==> config.mk <==
export PLATFORM = sky130hd
export DESIGN_NAME = rstCmdReg
export DESIGN_NICKNAME = d
export VERILOG_FILES = /design/src/rtl/rstCmdPkg.sv /design/src/rtl/rstCmdCtrl.sv /design/src/rtl/rstCmdDatapath.sv /design/src/rtl/rstCmdReg.sv
export SDC_FILE = /design/constraint.sdc
export NUM_CORES = 1
export LEC_CHECK = 0
export CORE_AREA = 2 2 39 41
export CTS_CLUSTER_SIZE = 28
export DETAILED_ROUTE_END_ITERATION = 10
export DIE_AREA = 0 0 41 43
export DONT_BUFFER_PORTS = 1
export PLACE_DENSITY = 0.59
export SYNTH_ARGS = -nofsm -noshare
export SYNTH_HDL_FRONTEND = slang
export SYNTH_SLANG_ARGS = --single-unit
==> constraint.sdc <==
create_clock -name clk -period 1.7 [get_ports clk]
set_input_delay 0.17 -clock clk [delete_from_list [all_inputs] [get_ports clk]]
set_output_delay 0.17 -clock clk [all_outputs]
set_load 0.1 [all_outputs]
==> src/rtl/rstCmdPkg.sv <==
package rstCmdPkg;
  localparam int DATA_W  = 32;
  localparam int STRB_W  = DATA_W / 8;
  localparam int NUM_SUB = 5;
  // subsystem index order: board first, it cascades into the rest
  localparam int SUB_BOARD = 0;
  localparam int SUB_ADC   = 1;
  localparam int SUB_DAC   = 2;
  localparam int SUB_DIO   = 3;
  localparam int SUB_FIFO  = 4;
  localparam int BIT_PDN   = 2;

  function automatic int subBitPos(input int idx);
    case (idx)
      SUB_BOARD: return 0;
      SUB_ADC:   return 1;
      SUB_DAC:   return 3;
      SUB_DIO:   return 5;
      default:   return 6;
    endcase
  endfunction

  typedef struct packed {
    logic [NUM_SUB-1:0] cmd;
    logic               pdnLoad;
    logic               pdnValue;
  } cmdStrobes_t;
endpackage

==> src/rtl/rstCmdCtrl.sv <==
module rstCmdCtrl
  import rstCmdPkg::*;
(
  input  logic              wrEn,
  input  logic [STRB_W-1:0] wrStrb,
  input  logic [DATA_W-1:0] wrData,
  output cmdStrobes_t       strobes
);
  logic fullWr;
  assign fullWr = wrEn && (wrStrb == {STRB_W{1'b1}});

  for (genvar i = 0; i < NUM_SUB; i++) begin : g_dec
    localparam logic [DATA_W-1:0] SEL = DATA_W'(1) << subBitPos(i);
    assign strobes.cmd[i] = fullWr && |(wrData & SEL);
  end

  localparam logic [DATA_W-1:0] PDN_SEL = DATA_W'(1) << BIT_PDN;
  assign strobes.pdnLoad  = fullWr;
  assign strobes.pdnValue = |(wrData & PDN_SEL);
endmodule

==> src/rtl/rstCmdDatapath.sv <==
module rstCmdDatapath
  import rstCmdPkg::*;
(
  input  logic               clk,
  input  logic               rstN,
  input  cmdStrobes_t        strobes,
  output logic [NUM_SUB-1:0] pulseQ,
  output logic               pdnQ,
  output logic [DATA_W-1:0]  rdWord
);
  logic boardCmd;
  assign boardCmd = strobes.cmd[SUB_BOARD];

  for (genvar i = 0; i < NUM_SUB; i++) begin : g_pulse
    always_ff @(posedge clk or negedge rstN) begin
      if (!rstN) pulseQ[i] <= 1'b0;
      else       pulseQ[i] <= strobes.cmd[i] | boardCmd;
    end
  end

  always_ff @(posedge clk or negedge rstN) begin
    if (!rstN)                pdnQ <= 1'b0;
    else if (boardCmd)        pdnQ <= 1'b0;
    else if (strobes.pdnLoad) pdnQ <= strobes.pdnValue;
  end

  always_comb begin
    rdWord = '0;
    rdWord[BIT_PDN] = pdnQ;
  end
endmodule

==> src/rtl/rstCmdReg.sv <==
module rstCmdReg
  import rstCmdPkg::*;
(
  input  logic              clk,
  input  logic              rstN,
  input  logic              wrEn,
  input  logic [STRB_W-1:0] wrStrb,
  input  logic [DATA_W-1:0] wrData,
  output logic [DATA_W-1:0] rdData,
  output logic              boardRst,
  output logic              adcRst,
  output logic              dacRst,
  output logic              dioRst,
  output logic              fifoRst,
  output logic              adcPowerDown
);
  cmdStrobes_t        strobes;
  logic [NUM_SUB-1:0] pulseQ;

  rstCmdCtrl u_ctrl (
    .wrEn(wrEn), .wrStrb(wrStrb), .wrData(wrData), .strobes(strobes)
  );

  rstCmdDatapath u_dp (
    .clk(clk), .rstN(rstN), .strobes(strobes),
    .pulseQ(pulseQ), .pdnQ(adcPowerDown), .rdWord(rdData)
  );

  assign boardRst = pulseQ[SUB_BOARD];
  assign adcRst   = pulseQ[SUB_ADC];
  assign dacRst   = pulseQ[SUB_DAC];
  assign dioRst   = pulseQ[SUB_DIO];
  assign fifoRst  = pulseQ[SUB_FIFO];
endmodule

==> flow_metrics.env, run 1 <==
export IMPL_path_buf_inv=1
export IMPL_finalSetupViolCount=0
export IMPL_rsz0062_at_grt="no"
export IMPL_portBuffers=0
export IMPL_path_cells="buf_4"
export IMPL_cts_tree="built"
export IMPL_post_dp_cell_area_um2=420
export IMPL_first_global_vias=180
export IMPL_htreeDepth=1
export IMPL_crit_type="register to primary output"
export IMPL_critPathCaptureType="primary output"
export IMPL_hp_class="input pin to register"
export IMPL_syn_to_final_growth_pct=-5.19
export IMPL_antenna_cells=0
export IMPL_r2r_setup_slack_ns=0.94
export IMPL_clock_skew_ns=0
export IMPL_cts_buffers=3
export IMPL_dr_pass1_iters=2
export IMPL_r2r_cells=1
export IMPL_via_per_inst=3.21
export IMPL_clockBufferDepth=2
export IMPL_clock_latency_ns=0.25
export IMPL_irDropWorstVdd_uv=362
export IMPL_core_area_um2=1380
export IMPL_layout_drive_gt1_share=0.210
export IMPL_maxCapViolCount=0
export IMPL_via_count=250
export IMPL_ys_ff_latch=6
export IMPL_fin_area_um2=457
export IMPL_cts_resized=0
export IMPL_gp_congestion=0.489
export IMPL_start_util=0.348
export IMPL_drt_iter0_drc=1
export IMPL_fin_crit_sh=0.727
export IMPL_grt_pass1_wl_um=648
export IMPL_place_hpwl_um=520
export IMPL_min_delay_start="wrData[0]"
export IMPL_yosys_warnings=0
export IMPL_critPathMaxFanout=2
export IMPL_rows=14
export IMPL_worstHoldEndpoint="u_dp.pulseQ[0]"
export IMPL_grtUsageTotal=0.0592
export IMPL_max_freq_mhz=809
export IMPL_fin_nets=102
export IMPL_wl_per_cell_um=7.64
export IMPL_drcViolationCount=0
export IMPL_tightest_slew_ns=0.544
export IMPL_final_hold_violation_count=0
export IMPL_synth_seq_area_share=0.312
export IMPL_cpLargestDelayFamily="buffers and inverters"
export IMPL_leakagePower_nw=0.274
export IMPL_clock_sinks=6
export IMPL_most_common_layout_cells="conb_1, nor2_1, buf_4, dfrtp_1, clkbuf_4"
export IMPL_die_area_um2=1760
export IMPL_power_density_nw_per_um2=1520
export IMPL_gr_total_overflow=0
export IMPL_antenna_found_initial=0
export IMPL_cp_slowest_cell="buf_4"
export IMPL_arrival_ns=1.07
export IMPL_r2r_start="u_dp.pdnQ"
export IMPL_yosysUniqueCellTypes=9
export IMPL_synth_area_um2=482
export IMPL_die_h_um=43
export IMPL_fin_tns_setup_ns=0
export IMPL_worstPathRequired_ns=1.53
export IMPL_root_buffer="clkbuf_4"
export IMPL_slew_viol_final=0
export IMPL_rr_endpoint="u_dp.pdnQ"
export IMPL_io_pins=77
export IMPL_path_clk_slew_ns=0.05
export IMPL_max_stage_delay_ns=0.47
export IMPL_cp_start_kind="register"
export IMPL_drtAntennaViolNets=0
export IMPL_synth_cells=53
export IMPL_avgSynthCellArea_um2=9.09
export IMPL_status="finished clean"
export IMPL_finalWirelength_um=596
export IMPL_hold_path_depth=2
export IMPL_grt_max_degree=7
export IMPL_final_common_cell="conb_1"
export IMPL_cp_startpoint="u_dp.pdnQ"
export IMPL_die_w_um=41
export IMPL_relSlewSlack=0.640
export IMPL_finalCriticalPeriod_ns=1.24
==> timing repair <==
action,4_1_cts,5_1_grt
hold buffers,1,0
buffers inserted,0,0
endpoints found under the hold margin,6,0
==> sequential cells by signal, summed over array words and instances, names as in the netlist <==
| register | count |
|---|---|
| u_dp.pulseQ | 5 |
| u_dp.pdnQ | 1 |
==> Yosys cell counts <==
cell type	instances	area share
mux2_4	1	0.031
nand3_4	1	0.036
nor2b_1	1	0.013
nor2_1	9	0.070
buf_4	32	0.50
conb_1	1	0.0078
and3_4	1	0.023
dfrtp_1	6	0.31
inv_1	1	0.0078
==> routing by layer <==
layer | part of all wire | track usage
met5 | 0 | 0
met4 | 0 | 0.0600
met2 | 0.61 | 0.125
met3 | 0.20 | 0.0157
met1 | 0.18 | 0.0225
==> cell type report <==
cell class	instances	area (um^2)
fill	147	927
timing repair buffer	7	55.1
sequential	6	151
tap	16	20.0
inverter	1	3.75
multi-input combinational	44	200
clock buffer	4	26.3
==> how the worst max path moves through the flow <==
stage | end | slack, ns | cells after the start
4_1_cts | rdData[2] | 0.45 | 1
3_3_place_gp | adcPowerDown | 0.72 | 1
2_1_floorplan | rdData[2] | 0.19 | 1
5_1_grt | rdData[2] | 0.42 | 1
6_report | rdData[2] | 0.46 | 1
3_5_place_dp | rdData[2] | 0.72 | 1
==> power by group <==
group,internal [mW],switching [mW]
Clock,0.0890,0.0535
Combinational,0.0183,0.380
Sequential,0.150,0.00243
Total,0.257,0.436
==> through the flow <==
step	hold WS (ns)	power (mW)	std cells	setup slack [ns]	utilization
2_1_floorplan	-0.126	0.598	83	0.190	-
3_3_place_gp	-0.125	0.547	73	0.724	0.304
3_5_place_dp	-0.125	0.548	73	0.722	0.304
4_1_cts	0.0284	0.697	78	0.450	0.330
5_1_grt	0.0405	0.714	78	0.423	0.330
6_report	0.0337	0.693	78	0.464	0.330
==> kinds of logic (layout without fill, tap and decap cells) <==
family        after synthesis  in the layout  share of synthesized area
simple gates               12             12                      0.143
other cells                 1             31                    0.00778
flops                       6              6                      0.312
buf+inv                    33             12                      0.506
mux                         1              1                     0.0312
(Power assumes the default switching activity.)
==> run 2: changes to the inputs <==
ABC_AREA = 1   (was not set)
PLACE_DENSITY = 0.63   (was 0.59)
clock period = 1.1 ns   (was 1.7 ns; I/O delays follow)
==> run 2 against run 1 <==
  * Register-to-register slack worse by 0.63 ns
  * Design area is 22% higher
  * Critical path depth stayed put
  * Die area stayed put
  * Clock power is 53% higher
  * Worst setup slack worse by 0.41 ns
==> flow_metrics.env, run 2 <==
export IMPL_status="finished clean"
export IMPL_synth_seq_area_share=0.298
export IMPL_largest_registers="u_dp.pulseQ: 5 flops, u_dp.pdnQ: 1 flops"
export IMPL_synthFlopType="dfrtp_1"
export IMPL_yosysTopAreaCellShare=0.476
export IMPL_fin_nets=109
export IMPL_dr_pass1_iters=1
export IMPL_finalCriticalPeriod_ns=1.05
export IMPL_gr_total_overflow=0
export IMPL_hold_slack_ns=0.0312
export IMPL_place_hpwl_um=593
export IMPL_power_density_nw_per_um2=2080
export IMPL_die_w_um=41
export IMPL_worstPathRequired_ns=0.99
export IMPL_cts_tree="built"
export IMPL_finalWirelength_um=665
export IMPL_via_count=288
export IMPL_r2r_setup_slack_ns=0.31
export IMPL_antenna_found_initial=0
export IMPL_clock_sinks=6
export IMPL_core_area_um2=1380
export IMPL_cts_buffers=3
export IMPL_final_common_cell="conb_1"
export IMPL_top_register="u_dp.pulseQ"
export IMPL_via_per_inst=3.39
export IMPL_cts_resized=0
export IMPL_final_core_util=0.402
export IMPL_fin_tns_setup_ns=0
export IMPL_gp_congestion=0.495
export IMPL_finalSetupViolCount=0
export IMPL_synth_commonest_cells="buf_4, dfrtp_1, nor2_1"
export IMPL_stdcell_count=85
export IMPL_fin_area_um2=557
export IMPL_drt_iter0_drc=0
export IMPL_rows=14
export IMPL_totalPowerFinal_mw=1.16
export IMPL_yosysMostFrequentCell="buf_4"
export IMPL_clockBufferDepth=2
export IMPL_path_cells="buf_12"
export IMPL_synth_area_leader_cell="buf_4"
export IMPL_drtAntennaViolNets=0
export IMPL_io_pins=77
export IMPL_path_clk_slew_ns=0.05
export IMPL_fin_crit_sh=0.951
export IMPL_hp_class="input pin to register"
export IMPL_critPathMaxFanout=2
export IMPL_clock_latency_ns=0.24
export IMPL_cp_start_kind="register"
export IMPL_seqCellArea_um2=154
export IMPL_most_common_layout_cells="conb_1, nor2_1, buf_12, dfrtp_1"
export IMPL_ys_ff_latch=6
export IMPL_htreeDepth=1
export IMPL_synth_edf_count=0
export IMPL_async_reset_ff_frac=1.00
export IMPL_die_area_um2=1760
export IMPL_final_hold_violation_count=0
export IMPL_layout_drive_gt1_share=0.203
export IMPL_largest_reg_flops=5
export IMPL_multiInputGateArea_um2=211
export IMPL_first_global_vias=240
export IMPL_yosysUniqueCellTypes=12
export IMPL_syn_to_final_growth_pct=10.4
export IMPL_grt_max_degree=8
export IMPL_die_h_um=43
export IMPL_max_freq_mhz=956
export IMPL_antenna_cells=0
export IMPL_slew_viol_final=0
export IMPL_post_dp_cell_area_um2=520
export IMPL_post_cts_buffers=0
export IMPL_grtUsageTotal=0.0838
export IMPL_pre_cts_ws_ns=0.315
export IMPL_worst_slack_ns=0.0539
export IMPL_crit_type="register to primary output"
export IMPL_leakagePower_nw=0.305
export IMPL_arrival_ns=0.94
export IMPL_cpLargestDelayFamily="flip-flops"
export IMPL_clock_skew_ns=0
export IMPL_grt_pass1_wl_um=876
export IMPL_avgSynthCellArea_um2=8.40
export IMPL_drcViolationCount=0
export IMPL_root_buffer="clkbuf_4"
export IMPL_maxCapViolCount=0
export IMPL_yosys_warnings=0
export IMPL_portBuffers=0
export IMPL_path_buf_inv=1
export IMPL_synth_area_um2=504
export IMPL_start_util=0.364
export IMPL_fill_cells=146
export IMPL_synth_area_top_cells="buf_4, dfrtp_1, nor2_1, nor3_1, inv_1"
export IMPL_max_stage_delay_ns=0.48
export IMPL_dp_cells=80
export IMPL_rsz0062_at_grt="no"
export IMPL_irDropWorstVdd_uv=723
export IMPL_wl_per_cell_um=7.82
export IMPL_cp_slowest_cell="dfrtp_4"
export IMPL_postCtsHoldBufs=1
export IMPL_synth_cells=60
export IMPL_critPathCaptureType="primary output"
## run 2: changes by cell type after synthesis, sizes merged
cell    previous run  this run
nand2              0         3
nor3               0         4
and3               1         0
mux2               1         0
o21bai             0         1
nor3b              0         1
nor2               9         6
inv                1         4
nor2b              1         0
nand3              1         2
## run 2: where the power goes
group	switching, mW	internal (mW)	leakage (nW)	total, mW
clock	0.0799	0.137	0.0150	0.217
sequential	0.0102	0.238	0.0806	0.248
combinational	0.631	0.0626	0.210	0.694
## run 2: layer usage
metal / GRT usage / wire length, um / vias up
met5: 0 / 0 / -
met4: 0.0800 / 0 / 0
met3: 0.0628 / 109 / 0
met2: 0.138 / 398 / 24
met1: 0.0490 / 158 / 127
li1: - / - / 137
## run 2: final timing paths
path,end,cells past startpoint,from
worst max-delay path,rdData[2],1,u_dp.pdnQ
worst min-delay path,u_dp.pulseQ[2],2,wrData[3]
worst max register to register,u_dp.pdnQ,3,u_dp.pdnQ
worst min register to register,u_dp.pdnQ,3,u_dp.pdnQ
max in group asynchronous,u_dp.pdnQ,1,rstN
min in group asynchronous,u_dp.pulseQ[3],1,rstN
## run 2: layout make-up
| cell class | instances | area share |
|---|---|---|
| flip-flops and latches | 6 | 0.276 |
| inverters | 4 | 0.0270 |
| well taps | 16 | 0.0360 |
| clock buffers | 4 | 0.0472 |
| repair buffers | 7 | 0.234 |
| multi-input cells | 48 | 0.380 |
## run 2: cells by family after synthesis
kind of cell / share of synthesized area
AO/OA/AOI/OAI: 0.0223
buffers and inverters: 0.506
flip-flops: 0.298
other: 0.00744
AND/OR/NAND/NOR: 0.166
